===== config.mk =====
export PLATFORM = sky130hd
export DESIGN_NAME = mhf_filter
export DESIGN_NICKNAME = d
export VERILOG_FILES = /design/src/rtl/mhf_pkg.sv /design/src/rtl/mhf_crc_step.sv /design/src/rtl/mhf_hash_extract.sv /design/src/rtl/mhf_table.sv /design/src/rtl/mhf_filter.sv
export SDC_FILE = /design/constraint.sdc
export NUM_CORES = 1
export LEC_CHECK = 0
export BUFFER_PORTS_ARGS = -buffer_cell sky130_fd_sc_hd__buf_2
export CAP_MARGIN = 40
export CORE_ASPECT_RATIO = 0.6
export CORE_MARGIN = 2
export CORE_UTILIZATION = 57
export CTS_CLUSTER_DIAMETER = 100
export DETAILED_ROUTE_END_ITERATION = 7
export HOLD_SLACK_MARGIN = 0.03
export MAX_ROUTING_LAYER = met4
export PLACE_DENSITY = 0.89
export RECOVER_POWER = 25
export SLEW_MARGIN = 10
export SYNTH_ARGS = -nofsm -noshare
export SYNTH_HDL_FRONTEND = slang
export SYNTH_SLANG_ARGS = --single-unit
export TNS_END_PERCENT = 20

===== constraint.sdc =====
create_clock -name clk -period 3.9 [get_ports clk]
set_input_delay 0 -clock clk [delete_from_list [all_inputs] [get_ports clk]]
set_output_delay 0 -clock clk [all_outputs]
set_load 0.1 [all_outputs]

===== src/rtl/mhf_pkg.sv =====
package mhf_pkg;
    localparam int          CRC_W      = 32;
    localparam logic [31:0] CRC_PRESET = 32'hFFFF_FFFF;
    localparam logic [31:0] CRC_POLY_R = 32'hEDB8_8320;
    localparam int          BYTE_W     = 8;
endpackage


===== src/rtl/mhf_crc_step.sv =====
module mhf_crc_step
    import mhf_pkg::*;
#(
    parameter int DW = BYTE_W
) (
    input  logic [CRC_W-1:0] crc_in,
    input  logic [DW-1:0]    data,
    output logic [CRC_W-1:0] crc_out
);
    logic [CRC_W-1:0] chain [DW+1];

    assign chain[0] = crc_in;

    genvar g;
    generate
        for (g = 0; g < DW; g++) begin : g_bit
            logic fb;
            assign fb = chain[g][0] ^ data[g];
            assign chain[g+1] = (chain[g] >> 1) ^ (fb ? CRC_POLY_R : '0);
        end
    endgenerate

    assign crc_out = chain[DW];
endmodule


===== src/rtl/mhf_hash_extract.sv =====
module mhf_hash_extract
    import mhf_pkg::*;
#(
    parameter int HASH_W = 6
) (
    input  logic [CRC_W-1:0]  crc,
    output logic [HASH_W-1:0] hash
);
    genvar g;
    generate
        for (g = 0; g < HASH_W; g++) begin : g_rev
            assign hash[HASH_W-1-g] = ~crc[g];
        end
    endgenerate
endmodule


===== src/rtl/mhf_table.sv =====
module mhf_table #(
    parameter int TBL_W  = 64,
    parameter int HALF_W = TBL_W / 2,
    parameter int IDX_W  = $clog2(TBL_W)
) (
    input  logic              clk,
    input  logic              rst_n,
    input  logic              hi_we,
    input  logic [HALF_W-1:0] hi_wdata,
    input  logic              lo_we,
    input  logic [HALF_W-1:0] lo_wdata,
    input  logic [IDX_W-1:0]  idx,
    output logic              sel_bit
);
    typedef struct packed {
        logic [HALF_W-1:0] hi;
        logic [HALF_W-1:0] lo;
    } tbl_t;

    tbl_t tbl_d, tbl_q;

    always_comb begin
        tbl_d = tbl_q;
        if (hi_we) tbl_d.hi = hi_wdata;
        if (lo_we) tbl_d.lo = lo_wdata;
    end

    always_ff @(posedge clk or negedge rst_n) begin
        if (!rst_n) tbl_q <= '0;
        else        tbl_q <= tbl_d;
    end

    // lookup reads registered words: a write in the lookup cycle is not seen
    always_comb begin
        if (idx[IDX_W-1]) sel_bit = tbl_q.hi[idx[IDX_W-2:0]];
        else              sel_bit = tbl_q.lo[idx[IDX_W-2:0]];
    end
endmodule


===== src/rtl/mhf_filter.sv =====
module mhf_filter
    import mhf_pkg::*;
#(
    parameter int ADDR_BYTES = 6,
    parameter int TBL_W      = 64,
    parameter int HASH_W     = $clog2(TBL_W),
    parameter int HALF_W     = TBL_W / 2
) (
    input  logic              clk,
    input  logic              rst_n,
    input  logic              byte_vld,
    input  logic              sof,
    input  logic [7:0]        byte_data,
    input  logic              pass_all_mc,
    input  logic              tbl_hi_we,
    input  logic [HALF_W-1:0] tbl_hi_wdata,
    input  logic              tbl_lo_we,
    input  logic [HALF_W-1:0] tbl_lo_wdata,
    output logic              res_vld,
    output logic [HASH_W-1:0] res_hash,
    output logic              res_mcast,
    output logic              res_accept
);
    localparam int CNT_W = $clog2(ADDR_BYTES + 1);
    localparam logic [CNT_W-1:0] LAST_CNT = CNT_W'(ADDR_BYTES - 1);

    typedef struct packed {
        logic              active;
        logic [CNT_W-1:0]  cnt;
        logic [CRC_W-1:0]  crc;
        logic              mc;
        logic              vld;
        logic [HASH_W-1:0] hash;
        logic              res_mc;
        logic              acc;
    } st_t;

    st_t st_d, st_q;

    logic [CRC_W-1:0]  crc_seed;
    logic [CRC_W-1:0]  crc_next;
    logic [HASH_W-1:0] hash_next;
    logic              tbl_bit;
    logic              start;
    logic              take;

    assign start    = byte_vld && sof;
    assign take     = byte_vld && !sof && st_q.active;
    assign crc_seed = start ? CRC_PRESET : st_q.crc;

    mhf_crc_step #(.DW(BYTE_W)) i_crc (
        .crc_in  (crc_seed),
        .data    (byte_data),
        .crc_out (crc_next)
    );

    mhf_hash_extract #(.HASH_W(HASH_W)) i_hash (
        .crc  (crc_next),
        .hash (hash_next)
    );

    mhf_table #(.TBL_W(TBL_W), .HALF_W(HALF_W), .IDX_W(HASH_W)) i_tbl (
        .clk      (clk),
        .rst_n    (rst_n),
        .hi_we    (tbl_hi_we),
        .hi_wdata (tbl_hi_wdata),
        .lo_we    (tbl_lo_we),
        .lo_wdata (tbl_lo_wdata),
        .idx      (hash_next),
        .sel_bit  (tbl_bit)
    );

    always_comb begin
        st_d     = st_q;
        st_d.vld = 1'b0;
        if (start) begin
            st_d.active = 1'b1;
            st_d.cnt    = CNT_W'(1);
            st_d.crc    = crc_next;
            st_d.mc     = byte_data[0];
        end else if (take) begin
            st_d.cnt = st_q.cnt + CNT_W'(1);
            st_d.crc = crc_next;
            if (st_q.cnt == LAST_CNT) begin
                st_d.active = 1'b0;
                st_d.vld    = 1'b1;
                st_d.hash   = hash_next;
                st_d.res_mc = st_q.mc;
                st_d.acc    = st_q.mc && (pass_all_mc || tbl_bit);
            end
        end
    end

    always_ff @(posedge clk or negedge rst_n) begin
        if (!rst_n) st_q <= '0;
        else        st_q <= st_d;
    end

    assign res_vld    = st_q.vld;
    assign res_hash   = st_q.hash;
    assign res_mcast  = st_q.res_mc;
    assign res_accept = st_q.acc;
endmodule


==> Word-level counts from Yosys, hierarchy flattened <==
Cells that the tools add are included.
{ "word_totals": {"ff_bits": 110, "inputBits": 79} }
{ "op_classes": {"addsub": 1, "order_cmp": 1, "eq_ne": 1, "n_mux": 20, "bitwise_logic": 23, "reduce_logical": 10} }
{ "ops": {"columns": ["cell", "count"], "rows": [
  ["$mux W32", 9],
  ["$xor A31 B32 Y32", 8],
  ["$mux W36", 2],
  ["$mux W9", 3],
  ["$bmux W1 S5", 2],
  ["$xor A1 B1 Y1", 8],
  ["$not A1 Y1", 7],
  ["$lt A5 B6 Y1 const B", 1],
  ["$logic_and A1 B1 Y1", 4],
  ["$mux W1", 4],
  ["$reduce_bool A2 Y1", 2],
  ["$add A3 B1 Y3 const B", 1],
  ["$eq A3 B3 Y1 const B", 1],
  ["$reduce_and A3 Y1", 1],
  ["$reduce_and A2 Y1", 1],
  ["$logic_not A1 Y1", 1],
  ["$logic_or A1 B1 Y1", 1]
]} }

==> Depth between registers and ports, before layout <==
Gate-level depths: netlist (run 1).
{ "depth": {"depth_word": 35, "mapped_depth": 12, "mapped_depth_nobuf": 9} }

==> By module <==
A second synthesis (run 1) with hierarchy kept.
{ "unflattened": {"cells_unflattened": 424, "hier_area_um2": 5990.7} }
{ "by_module_without_submodules": {"columns": ["mod", "instances", "cells_per_inst", "area_per_inst_um2", "seq_area_each_um2"], "rows": [
  ["mhf_table", 1, 198, 2952.8, 1601.5],
  ["mhf_filter", 1, 153, 2038.2, 1151.1],
  ["mhf_crc_step", 1, 67, 977.2, 0.0],
  ["mhf_hash_extract", 1, 6, 22.5, 0.0]
]} }

==> Worst setup path after synthesis (run 1) <==
OpenSTA, ideal clock, no wires.
{ "synth_path": {"path_kind": "reg2reg", "from": "register st_q[12] (netlist bit)", "to": "register st_q, in the netlist res_accept", "setup_time_ps": 140, "t_arrival_ps": 2631, "t_required_ps": 3760, "setup_slack_ps": 1129, "path_stages_with_launch": 12, "path_buffers": 2, "period_less_slack_ps": 2771, "path_cell_list": "dfrtp_1 buf_4 xor2_2 mux2i_1 xor2_1 xnor2_2 buf_6 mux4_1 mux2i_1 nor3_1 a2111oi_0 a32oi_1"} }
{ "synth_via": {"elab_chain_cells": 17, "elab_cells_between_ends": 20, "classes_between": "mux (7); bitwise (11); reduce/logical (2)"} }
{ "synth_lines": {"columns": ["element", "line_no", "rtl"], "rows": [
  ["start, declared", "mhf_filter.sv:38", "st_t st_d, st_q;"],
  ["start signal, assigned", "mhf_filter.sv:96", "else st_q <= st_d;"],
  ["$mux W32 *", "mhf_filter.sv:49", "assign crc_seed = start ? CRC_PRESET : st_q.crc;"],
  ["$xor A31 B32 Y32 * (2 in a row)", "mhf_crc_step.sv:19", "assign chain[g+1] = (chain[g] >> 1) ^ (fb ? CRC_POLY_R : '0);"],
  ["$xor A1 B1 Y1 *", "mhf_crc_step.sv:18", "assign fb = chain[g][0] ^ data[g];"],
  ["$mux W32 *", "mhf_crc_step.sv:19", null],
  ["$xor A31 B32 Y32 * (6 in a row)", "mhf_crc_step.sv:19", null],
  ["$not A1 Y1", "mhf_hash_extract.sv:12", "assign hash[HASH_W-1-g] = ~crc[g];"],
  ["$bmux W1 S5, on equally long branches", "mhf_table.sv:35, mhf_table.sv:36", null],
  ["$mux W1, on equally long branches", "mhf_table.sv:35, mhf_table.sv:36", null],
  ["$mux W1 *", "mhf_table.sv:35", "if (idx[IDX_W-1]) sel_bit = tbl_q.hi[idx[IDX_W-2:0]];"],
  ["$logic_or A1 B1 Y1 *", "mhf_filter.sv:89", "st_d.acc = st_q.mc && (pass_all_mc || tbl_bit);"],
  ["$logic_and A1 B1 Y1 *", "mhf_filter.sv:89", null]
]} }
Every way passes the cells marked *; elsewhere a longest branch is shown, timed or not. The select of a mux whose other input is x is not followed.
A chain may end at the register's enable or synchronous reset.

==> Worst setup path after layout (run 1) <==
{ "layout_path": {"from": "input sof", "to": "register st_q, in the netlist res_accept"} }
{ "layout_via": {"elab_chain_cells": 20, "elab_cells_between_ends": 43, "classes_between": "mux (14); bitwise (22); reduce/logical (7)"} }
{ "layout_lines": {"columns": ["element", "line_no", "rtl"], "rows": [
  ["start, declared", "mhf_filter.sv:12", "input logic sof,"],
  ["$logic_and A1 B1 Y1", "mhf_filter.sv:47", "assign start = byte_vld && sof;"],
  ["$mux W32", "mhf_filter.sv:49", null],
  ["$xor A31 B32 Y32 or $xor A1 B1 Y1 (tied branches)", "mhf_crc_step.sv:19, mhf_crc_step.sv:18", null],
  ["$xor A1 B1 Y1 or $mux W32 (tied branches)", "mhf_crc_step.sv:18, mhf_crc_step.sv:19", null],
  ["$mux W32 or $xor A31 B32 Y32 (tied branches)", "mhf_crc_step.sv:19", null],
  ["$xor A31 B32 Y32 (5 in a row)", "mhf_crc_step.sv:19", null],
  ["$xor A31 B32 Y32 or $xor A1 B1 Y1 (tied branches)", "mhf_crc_step.sv:19, mhf_crc_step.sv:18", null],
  ["$xor A1 B1 Y1 or $mux W32 (tied branches)", "mhf_crc_step.sv:18, mhf_crc_step.sv:19", null],
  ["$mux W32 or $xor A31 B32 Y32 (tied branches)", "mhf_crc_step.sv:19", null],
  ["$xor A31 B32 Y32", "mhf_crc_step.sv:19", null],
  ["$not A1 Y1", "mhf_hash_extract.sv:12", null],
  ["$bmux W1 S5, on equally long branches", "mhf_table.sv:35, mhf_table.sv:36", null],
  ["$mux W1, on equally long branches", "mhf_table.sv:35, mhf_table.sv:36", null],
  ["$mux W1", "mhf_table.sv:35", null],
  ["$logic_or A1 B1 Y1", "mhf_filter.sv:89", null],
  ["$logic_and A1 B1 Y1", "mhf_filter.sv:89", null]
]} }
Several ways; a longest one is shown, not always the timed one. The select of a mux whose other input is x is not followed.

==> results.sh, run 1 <==
export IMPL_viasPerCell=5.66
export IMPL_p_sw_mw=3.20
export IMPL_wire_per_inst_um=19.5
export IMPL_yosys_area_share_adder=0.00429
export IMPL_diodes=0
export IMPL_power_frac_comb=0.627
export IMPL_cts_sinks=110
export IMPL_placed_cells=712
export IMPL_cts_tree="built"
export IMPL_grt_pass1_wl_mm=24.9
export IMPL_syn_to_final_growth_pct=25.0
export IMPL_yosysUniqueCellTypes=38
export IMPL_avgSynthCellArea_um2=11.3
export IMPL_synth_top_family_by_area="multiplexers"
export IMPL_fin_setup_tns_ns=0
export IMPL_rsz0062_at_grt="false"
export IMPL_synth_area_leaders="dfrtp_1, mux2_2, xnor2_1, nand2_1, o21ai_0"
export IMPL_synth_top_cell_area_share=0.472
export IMPL_clk_pin_slew_ns=0.07
export IMPL_layout_drive_gt1_share=0.294
export IMPL_hp_start="byte_data[3]"
export IMPL_cp_cell_sequence="buf_2, and2_4, clkbuf_1, nor2_2, xnor2_4, xor2_2, mux4_2, a21o_1, a2111oi_0, a32oi_1"
export IMPL_crit_start="sof"
export IMPL_initial_core_util=0.589
export IMPL_maxSlewHeadroom=0.0204
export IMPL_run_status="finished clean"
export IMPL_first_pass_iters=5
export IMPL_cp_slowest_stage_delay_ns=0.69
export IMPL_syn_nets=597
export IMPL_netlist_instances=516
export IMPL_critical_path_class="input pin to flop"
export IMPL_rr_worst_depth=10
export IMPL_hold_violations=0
export IMPL_reg2reg_to="res_accept"
export IMPL_swShare=0.457
export IMPL_cp_data_required_time_ns=4.12
export IMPL_htree_levels=3
export IMPL_period_needed_ns=3.51
export IMPL_ys_ff_latch=110
export IMPL_final_max_slew_viol_count=0
export IMPL_start_kind="input pin"
export IMPL_grt_antenna_before_repair=0
export IMPL_dieHeight_um=82.4
export IMPL_synth_xor_area_frac=0.158
export IMPL_slowest_stage="clkbuf_1"
export IMPL_p_leak_nw=3.22
export IMPL_dr_total_vias=4500
export IMPL_cp_top_family="XOR/XNOR gates"
export IMPL_fmax_ghz=0.285
export IMPL_die_x_um=135
export IMPL_placement_io_buffers=87
export IMPL_yosys_area_share_simple=0.0840
export IMPL_postCtsSetupRepairBufs=0
export IMPL_final_nets=736
export IMPL_r2r_slack_ns=0.50
export IMPL_worstHoldPathType="input pin to flop"
export IMPL_vdd_drop_max_mv=0.799
export IMPL_fin_worst_skew_ns=0.00655
export IMPL_hpwl_mm=9.97
export IMPL_cts_root_buf="clkbuf_16"
export IMPL_cp_end_kind="flop"
export IMPL_fin_cells=795
export IMPL_drt_first_iter_violations=419
export IMPL_nFillCells=642
export IMPL_num_rows=28
export IMPL_seq_area_frac_synth=0.472
export IMPL_critical_path_arrival_ns=3.73
export IMPL_insertion_delay_ns=0.36
export IMPL_clk_path_buf_depth=2
export IMPL_internal_power_mw=3.79
export IMPL_final_area_mm2=0.00730
export IMPL_min_to="st_q[21]"
export IMPL_tightest_slew_ns=1.47
export IMPL_synth_compound_area_frac=0.0553
export IMPL_cts_inserted_buffers=9
export IMPL_track_usage=0.313
export IMPL_gp_congestion=0.901
export IMPL_ioPinCount=88
export IMPL_yosysTopAreaCell="dfrtp_1"
export IMPL_muxShareOfSynthArea=0.191
export IMPL_wirelength_mm=15.5
export IMPL_pwr_share_seq=0.242
export IMPL_grt_remaining_overflow=0
export IMPL_p_per_area_mw_per_mm2=958
export IMPL_drc=0
export IMPL_synthesis_area_mm2=0.00584
export IMPL_grt_max_degree=62
export IMPL_setup_viol=0
export IMPL_grt_pass1_vias=4682
export IMPL_coreArea_mm2=0.00991
export IMPL_yosysWarnings=0
export IMPL_ant_nets=0
export IMPL_whs_path_depth=3
export IMPL_critPathBufInv=2
export IMPL_maxCapViolCount=0
export IMPL_finalPower_mw=6.99
export IMPL_dieArea_mm2=0.0111
export IMPL_pwr_share_clk=0.130
export IMPL_crit_fanout=18
export IMPL_placed_area_mm2=0.00637
export IMPL_r2r_start="st_q[12]"
export IMPL_post_route_period_util=0.900
layout make-up:
cell class,instances,area (µm²),share of cell area
multi-input cells,365,2890,0.395
flip-flops and latches,110,2750,0.377
repair buffers,166,1190,0.163
clock buffers,10,239,0.0327
well taps,135,169,0.0231
clock inverters,6,52.6,0.00720
inverters,3,11.3,0.00154
synthesized netlist by cell type (all sizes together):
cell     instances
a2111oi          1
a211o            1
a21boi           2
a21o             1
a21oi            4
a22oi            2
a311oi           2
a31oi            1
a32oi            1
and2             2
and4             1
buf             25
clkbuf          13
dfrtp          110
ha               2
inv              3
mux2            66
mux2i           17
mux4             8
nand2           61
nand3           12
nand4b           1
nor2            37
nor3             2
o21ai           43
or4              2
xnor2           72
xor2            24
kinds of logic after synthesis:
family,count (synthesis)
and+or+nand+nor,118
DFF,110
xor gates and xnor gates,96
muxes,91
AOI/OAI and AO/OA,58
buffers and inverters,41
adders and majority gates,2
what timing repair did:
action / 4_1_cts / 5_1_grt
hold endpoints to repair: 176 / 0
resized for setup: 0 / 0
endpoints found under the setup margin: 0 / 0
hold buffers: 67 / 0
worst register-to-register path, cell delays in order, from the launching register on:
cell	delay (ns)
dfrtp_1	0.54
xor2_2	0.24
mux2i_1	0.25
xor2_1	0.13
xnor2_2	0.40
buf_4	0.29
mux4_1	0.59
mux2i_1	0.15
nor3_1	0.06
a2111oi_0	0.42
a32oi_1	0.17
power groups by stage:
stage	Sequential, mW	Clock [mW]	Combinational (mW)
after global routing	1.73	0.957	4.70
after global placement	1.68	0	3.98
after detailed placement	1.70	0	4.13
final	1.70	0.911	4.39
after floorplan	1.63	0	3.30
after CTS	1.68	0.915	4.25
per-layer routing:
layer / wire length (µm) / GRT usage / up-vias
met5: 0 / - / -
met4: 491 / 0.134 / 0
met3: 1110 / 0.0739 / 42
met2: 7280 / 0.501 / 211
met1: 6640 / 0.392 / 2233
li1: - / - / 2014
sequential cells by signal, indices dropped and copies added, names as in the netlist:
register	count
i_tbl.tbl_q	64
st_q	37
res_hash	6
res_accept	1
res_mcast	1
res_vld	1
placed cells by master (no fill, tap or decap), types with 2 or more instances in the layout:
cell type	netlist	routed
a21boi_0	2	2
a21oi_1	4	4
a22oi_1	2	2
a311oi_1	2	2
buf_2	9	86
buf_4	8	10
clkbuf_1	13	2
clkbuf_16	0	9
clkinvlp_4	0	2
dfrtp_1	110	110
dlygate4sd3_1	0	67
ha_1	2	2
inv_1	3	3
inv_6	0	2
mux2_2	66	66
mux2i_1	17	17
mux4_1	6	6
mux4_2	2	2
nand2_1	61	61
nand3_1	12	12
nor2_1	35	35
nor2_2	2	2
nor3_1	2	2
o21ai_0	41	41
or4_1	2	2
xnor2_1	66	66
xnor2_2	5	5
xor2_1	21	21
xor2_2	3	3
how the worst max path moves through the flow:
stage	endpoint	slack [ns]	depth (start not counted)
2_1_floorplan	res_accept	1.13	11
3_3_place_gp	res_accept	0.81	11
3_5_place_dp	res_accept	0.58	10
4_1_cts	res_accept	0.55	10
5_1_grt	res_accept	0.21	10
6_report	res_accept	0.39	10
through the flow:
| stage | hold WS, ns | setup WS (ns) | util |
|---|---|---|---|
| 2_1_floorplan | -0.296 | 1.13 | - |
| 3_3_place_gp | 0.182 | 0.812 | 0.639 |
| 3_5_place_dp | -0.134 | 0.581 | 0.642 |
| 4_1_cts | 0.0372 | 0.548 | 0.739 |
| 5_1_grt | 0.0785 | 0.207 | 0.736 |
| 6_report | 0.0629 | 0.389 | 0.736 |
No activity file was read; power rests on OpenSTA's default activity.
==> run 2, diff against run 1 <==
==> constraint.sdc (replaced) <==
create_clock -name clk -period 3.9 [get_ports clk]
set_input_delay 0.78 -clock clk [delete_from_list [all_inputs] [get_ports clk]]
set_output_delay 0.78 -clock clk [all_outputs]
set_load 0.1 [all_outputs]
==> results.sh, run 2 (synthesis results as in run 1) <==
export IMPL_cts_sinks=110
export IMPL_reg2reg_to="res_accept"
export IMPL_cts_inserted_buffers=9
export IMPL_dr_total_vias=4072
export IMPL_dieHeight_um=82.4
export IMPL_track_usage=0.264
export IMPL_fin_setup_tns_ns=0
export IMPL_clk_pin_slew_ns=0.07
export IMPL_cts_root_buf="clkbuf_16"
export IMPL_clk_path_buf_depth=2
export IMPL_insertion_delay_ns=0.35
export IMPL_layout_commonest_cell="dfrtp_1"
export IMPL_viasPerCell=5.59
export IMPL_whs_path_depth=2
export IMPL_fin_hold_ws_ns=0.483
export IMPL_critical_path_class="input pin to flop"
export IMPL_crit_fanout=15
export IMPL_wire_per_inst_um=17.8
export IMPL_maxCapViolCount=1
export IMPL_grt_pass1_wl_mm=21.4
export IMPL_dieArea_mm2=0.0111
export IMPL_vdd_drop_max_mv=0.688
export IMPL_fin_worst_skew_ns=0.00843
export IMPL_first_pass_iters=5
export IMPL_drt_first_iter_violations=359
export IMPL_wl_met1_mm=6.17
export IMPL_dr_wl_met3_um=823
export IMPL_p_leak_nw=2.96
export IMPL_critical_path_arrival_ns=3.69
export IMPL_r2r_slack_ns=0.77
export IMPL_initial_core_util=0.589
export IMPL_num_rows=28
export IMPL_fmax_ghz=0.292
export IMPL_gp_congestion=0.921
export IMPL_coreArea_mm2=0.00991
export IMPL_diodes=0
export IMPL_hpwl_mm=9.77
export IMPL_maxSlewHeadroom=-0.463
export IMPL_rsz0062_at_grt="false"
export IMPL_cp_data_required_time_ns=4.17
export IMPL_die_x_um=135
export IMPL_cts_repair_resized=0
export IMPL_ant_nets=0
export IMPL_r2r_start="st_q[10]"
export IMPL_violations="capacitance limit, slew limit"
export IMPL_run_status="finished, violations left"
export IMPL_cts_tree="built"
export IMPL_p_per_area_mw_per_mm2=1030
export IMPL_tightest_slew_ns=2.19
export IMPL_final_nets=671
export IMPL_final_max_slew_viol_count=42
export IMPL_min_to="st_q[33]"
export IMPL_hp_start="st_q[33]"
export IMPL_ioPinCount=88
export IMPL_worstHoldPathType="flop to flop"
export IMPL_top_register="i_tbl.tbl_q"
export IMPL_layout_drive_gt1_share=0.327
export IMPL_syn_to_final_growth_pct=14.0
export IMPL_dr_max_layer_used="met4"
export IMPL_wirelength_mm=13.0
export IMPL_postCtsSetupRepairBufs=0
export IMPL_cp_end_kind="flop"
export IMPL_period_needed_ns=3.43
export IMPL_post_route_period_util=0.879
export IMPL_placement_io_buffers=87
export IMPL_grt_pass1_vias=4189
export IMPL_grt_antenna_before_repair=0
export IMPL_largest_reg_flops=64
export IMPL_setup_viol=0
export IMPL_hold_buffers=0
export IMPL_rr_worst_depth=9
export IMPL_htree_levels=3
export IMPL_hold_violations=0
export IMPL_layout_common_cells="dfrtp_1, buf_2, mux2_2, xnor2_1, nand2_1"
export IMPL_grt_max_degree=46
export IMPL_drc=0
export IMPL_grt_remaining_overflow=0
export IMPL_start_kind="input pin"
export IMPL_wl_met2_mm=5.85
[run 2: critical path, cell delays in order]
cell and delay (ns):
clkbuf_1 0.31, and2_4 0.35, nor2_2 0.10, xnor2_4 0.27, xor2_2 0.58, mux4_1 0.28
nand3_1 0.07, and4_1 0.22, or4_1 0.53, a32oi_1 0.19
[run 2: worst max path at each step]
stage                       endpoint  cells past startpoint     start
after global placement    res_accept                     10       sof
after floorplan           res_accept                     10       sof
final                     res_accept                     10  byte_vld
after detailed placement  res_accept                     10       sof
after CTS                 res_accept                     10       sof
after global routing      res_accept                     10  byte_vld
[run 2: through the flow]
| stage | utilization | instances | setup WS [ns] | power, mW | instance area (µm²) |
|---|---|---|---|---|---|
| after global placement | 0.642 | 714 | 0.388 | 5.68 | 6360 |
| after global routing | 0.671 | 729 | 0.270 | 7.27 | 6650 |
| final | 0.671 | 729 | 0.471 | 6.83 | 6650 |
| after floorplan | - | 516 | 0.722 | 4.93 | 5840 |
| after CTS | 0.672 | 729 | 0.643 | 6.82 | 6660 |
| after detailed placement | 0.642 | 714 | 0.278 | 5.85 | 6360 |
[run 2: layout make-up]
class | instances | area (µm²)
multi-input combinational | 365 | 2890
clock buffer | 12 | 256
timing repair buffer | 101 | 536
inverter | 3 | 11.3
tap | 135 | 169
sequential | 110 | 2750
clock inverter | 3 | 43.8
fill | 728 | 3260
[run 2: report_power, final]
part | internal (mW) | leakage [nW] | switching (mW) | total [mW]
logic | 1.87 | 1.49 | 2.37 | 4.23
registers | 1.44 | 1.32 | 0.238 | 1.68
clock network | 0.530 | 0.149 | 0.394 | 0.924
[run 2: per-layer routing]
layer  up-vias  track usage
li1       1874            -
met1      2050        0.363
met2       137        0.409
met3        11       0.0525
met4         0       0.0632
met5         -            -
==> run 3, diff against run 2 <==
--- a/config.mk
+++ b/config.mk
@@ -7,14 +7,14 @@
 export LEC_CHECK = 0
 export BUFFER_PORTS_ARGS = -buffer_cell sky130_fd_sc_hd__buf_2
 export CAP_MARGIN = 40
-export CORE_ASPECT_RATIO = 0.6
+export CORE_ASPECT_RATIO = 0.7
 export CORE_MARGIN = 2
-export CORE_UTILIZATION = 57
-export CTS_CLUSTER_DIAMETER = 100
+export CORE_UTILIZATION = 40
+export CTS_CLUSTER_DIAMETER = 50
 export DETAILED_ROUTE_END_ITERATION = 7
 export HOLD_SLACK_MARGIN = 0.03
 export MAX_ROUTING_LAYER = met4
-export PLACE_DENSITY = 0.89
+export PLACE_DENSITY = 0.68
 export RECOVER_POWER = 25
 export SLEW_MARGIN = 10
 export SYNTH_ARGS = -nofsm -noshare
==> results.sh, run 3 (synthesis results as in run 1) <==
export IMPL_worstHoldPathType="flop to flop"
export IMPL_gp_congestion=0.888
export IMPL_cts_inserted_buffers=9
export IMPL_tightest_slew_ns=1.34
export IMPL_insertion_delay_ns=0.35
export IMPL_cp_slowest_stage_delay_ns=0.59
export IMPL_crit_fanout=17
export IMPL_ioPinCount=88
export IMPL_nFillCells=1288
export IMPL_dieHeight_um=105
export IMPL_rsz0062_at_grt="false"
export IMPL_cts_repair_resized=0
export IMPL_setup_viol=0
export IMPL_final_area_mm2=0.00675
export IMPL_drt_first_iter_violations=269
export IMPL_layout_commonest_cell="dfrtp_1"
export IMPL_hold_buffers=0
export IMPL_swShare=0.445
export IMPL_maxSlewHeadroom=0.109
export IMPL_fin_cells=788
export IMPL_grt_max_degree=54
export IMPL_slowest_stage="xor2_2"
export IMPL_track_usage=0.185
export IMPL_cp_end_kind="flop"
export IMPL_cts_sinks=110
export IMPL_critical_path_class="input pin to flop"
export IMPL_first_pass_iters=5
export IMPL_pwr_share_clk=0.129
export IMPL_hp_start="st_q[24]"
export IMPL_r2r_slack_ns=0.72
export IMPL_maxCapViolCount=0
export IMPL_grt_pass1_wl_mm=22.0
export IMPL_cts_tree="built"
export IMPL_num_rows=36
export IMPL_die_x_um=148
export IMPL_grt_pass1_vias=4091
export IMPL_layout_common_cells="dfrtp_1, buf_2, mux2_2, xnor2_1, nand2_1"
export IMPL_initial_core_util=0.414
export IMPL_cp_data_required_time_ns=4.17
export IMPL_hpwl_mm=10.1
export IMPL_power_frac_comb=0.626
export IMPL_run_status="finished clean"
export IMPL_fin_setup_tns_ns=0
export IMPL_min_to="st_q[24]"
export IMPL_whs_path_depth=2
export IMPL_p_leak_nw=2.97
export IMPL_rr_worst_depth=9
export IMPL_wirelength_mm=13.2
export IMPL_viasPerCell=5.04
export IMPL_final_nets=673
export IMPL_critPathBufInv=1
export IMPL_htree_levels=3
export IMPL_p_sw_mw=3.05
export IMPL_syn_to_final_growth_pct=15.6
export IMPL_internal_power_mw=3.80
export IMPL_start_kind="input pin"
export IMPL_pwr_share_seq=0.245
export IMPL_layout_drive_gt1_share=0.332
export IMPL_top_register="i_tbl.tbl_q"
export IMPL_crit_start="sof"
export IMPL_wire_per_inst_um=16.7
export IMPL_r2r_start="st_q[10]"
export IMPL_post_route_period_util=0.844
export IMPL_postCtsSetupRepairBufs=0
export IMPL_reg2reg_to="res_accept"
export IMPL_p_per_area_mw_per_mm2=1010
export IMPL_grt_antenna_before_repair=0
export IMPL_period_needed_ns=3.29
export IMPL_vdd_drop_max_mv=0.453
export IMPL_ant_nets=0
export IMPL_dieArea_mm2=0.0156
export IMPL_clk_pin_slew_ns=0.07
export IMPL_cp_cell_sequence="buf_2, and2_4, nor2_2, xnor2_4, xor2_2, mux4_1, nand3_1, and4_1, or4_1, a32oi_1"
export IMPL_clk_path_buf_depth=2
export IMPL_dr_total_vias=3975
export IMPL_final_max_slew_viol_count=0
export IMPL_placed_cells=771
export IMPL_hold_violations=0
export IMPL_coreArea_mm2=0.0141
export IMPL_fin_worst_skew_ns=0.00731
export IMPL_critical_path_arrival_ns=3.56
export IMPL_fmax_ghz=0.304
export IMPL_cts_root_buf="clkbuf_16"
export IMPL_grt_remaining_overflow=0
export IMPL_placement_io_buffers=87
export IMPL_largest_reg_flops=64
export IMPL_drc=0
export IMPL_placed_area_mm2=0.00649
export IMPL_cp_top_family="simple AND/OR/NAND/NOR gates"
[run 3: cell count changes in the layout (fill, tap and decap cells not counted), sizes merged]
cell	change
buf	+3
bufinv	-1
clkbuf	-3
clkinv	-1
clkinvlp	+1
diode	+1
inv	+4
[run 3: power groups by stage]
stage	Combinational [mW]	Clock [mW]	Sequential, mW
after CTS	4.29	0.907	1.67
after global routing	4.68	0.955	1.71
after floorplan	3.30	0	1.63
final	4.29	0.884	1.67
after global placement	4.20	0	1.68
after detailed placement	4.27	0	1.69
[run 3: how the worst max path moves through the flow]
stage,depth (start not counted),end
floorplan,10,res_accept
global placement,10,res_accept
detailed placement,10,res_accept
CTS,10,res_accept
global route,10,res_accept
finish,10,res_accept
[run 3: area by class of cell]
cell class / count / area [µm²] / area share
multi-input combinational: 365 / 2900 / 0.429
sequential: 110 / 2750 / 0.408
timing repair buffer: 103 / 564 / 0.0836
tap: 190 / 238 / 0.0352
clock buffer: 10 / 229 / 0.0339
clock inverter: 6 / 52.6 / 0.00779
inverter: 3 / 11.3 / 0.00167
antenna: 1 / 2.50 / 0.000371
[run 3: routing by layer]
layer / share of wire / global-route usage
met1: 0.51 / 0.284
met2: 0.42 / 0.257
met3: 0.066 / 0.0367
met4: 0.0053 / 0.0293
met5: 0 / -
[run 3: metrics by stage]
stage	setup slack (ns)	total power [mW]	hold slack [ns]	utilization
final	0.607	6.84	0.486	0.479
after global routing	0.393	7.35	0.519	0.478
after CTS	0.604	6.87	0.303	0.480
after detailed placement	0.246	5.96	0.476	0.460
after global placement	0.330	5.87	0.462	0.458
after floorplan	0.722	4.93	0.446	-
[run 3: worst reg2reg max path, delay by kind of cell, from the launching register on]
family / cells / cell delay [ns]
multiplexers: 1 / 0.28
flip-flops: 1 / 0.64
XOR/XNOR: 3 / 1.05
AND/OR/NAND/NOR: 4 / 0.94
AO/OA/AOI/OAI: 1 / 0.20
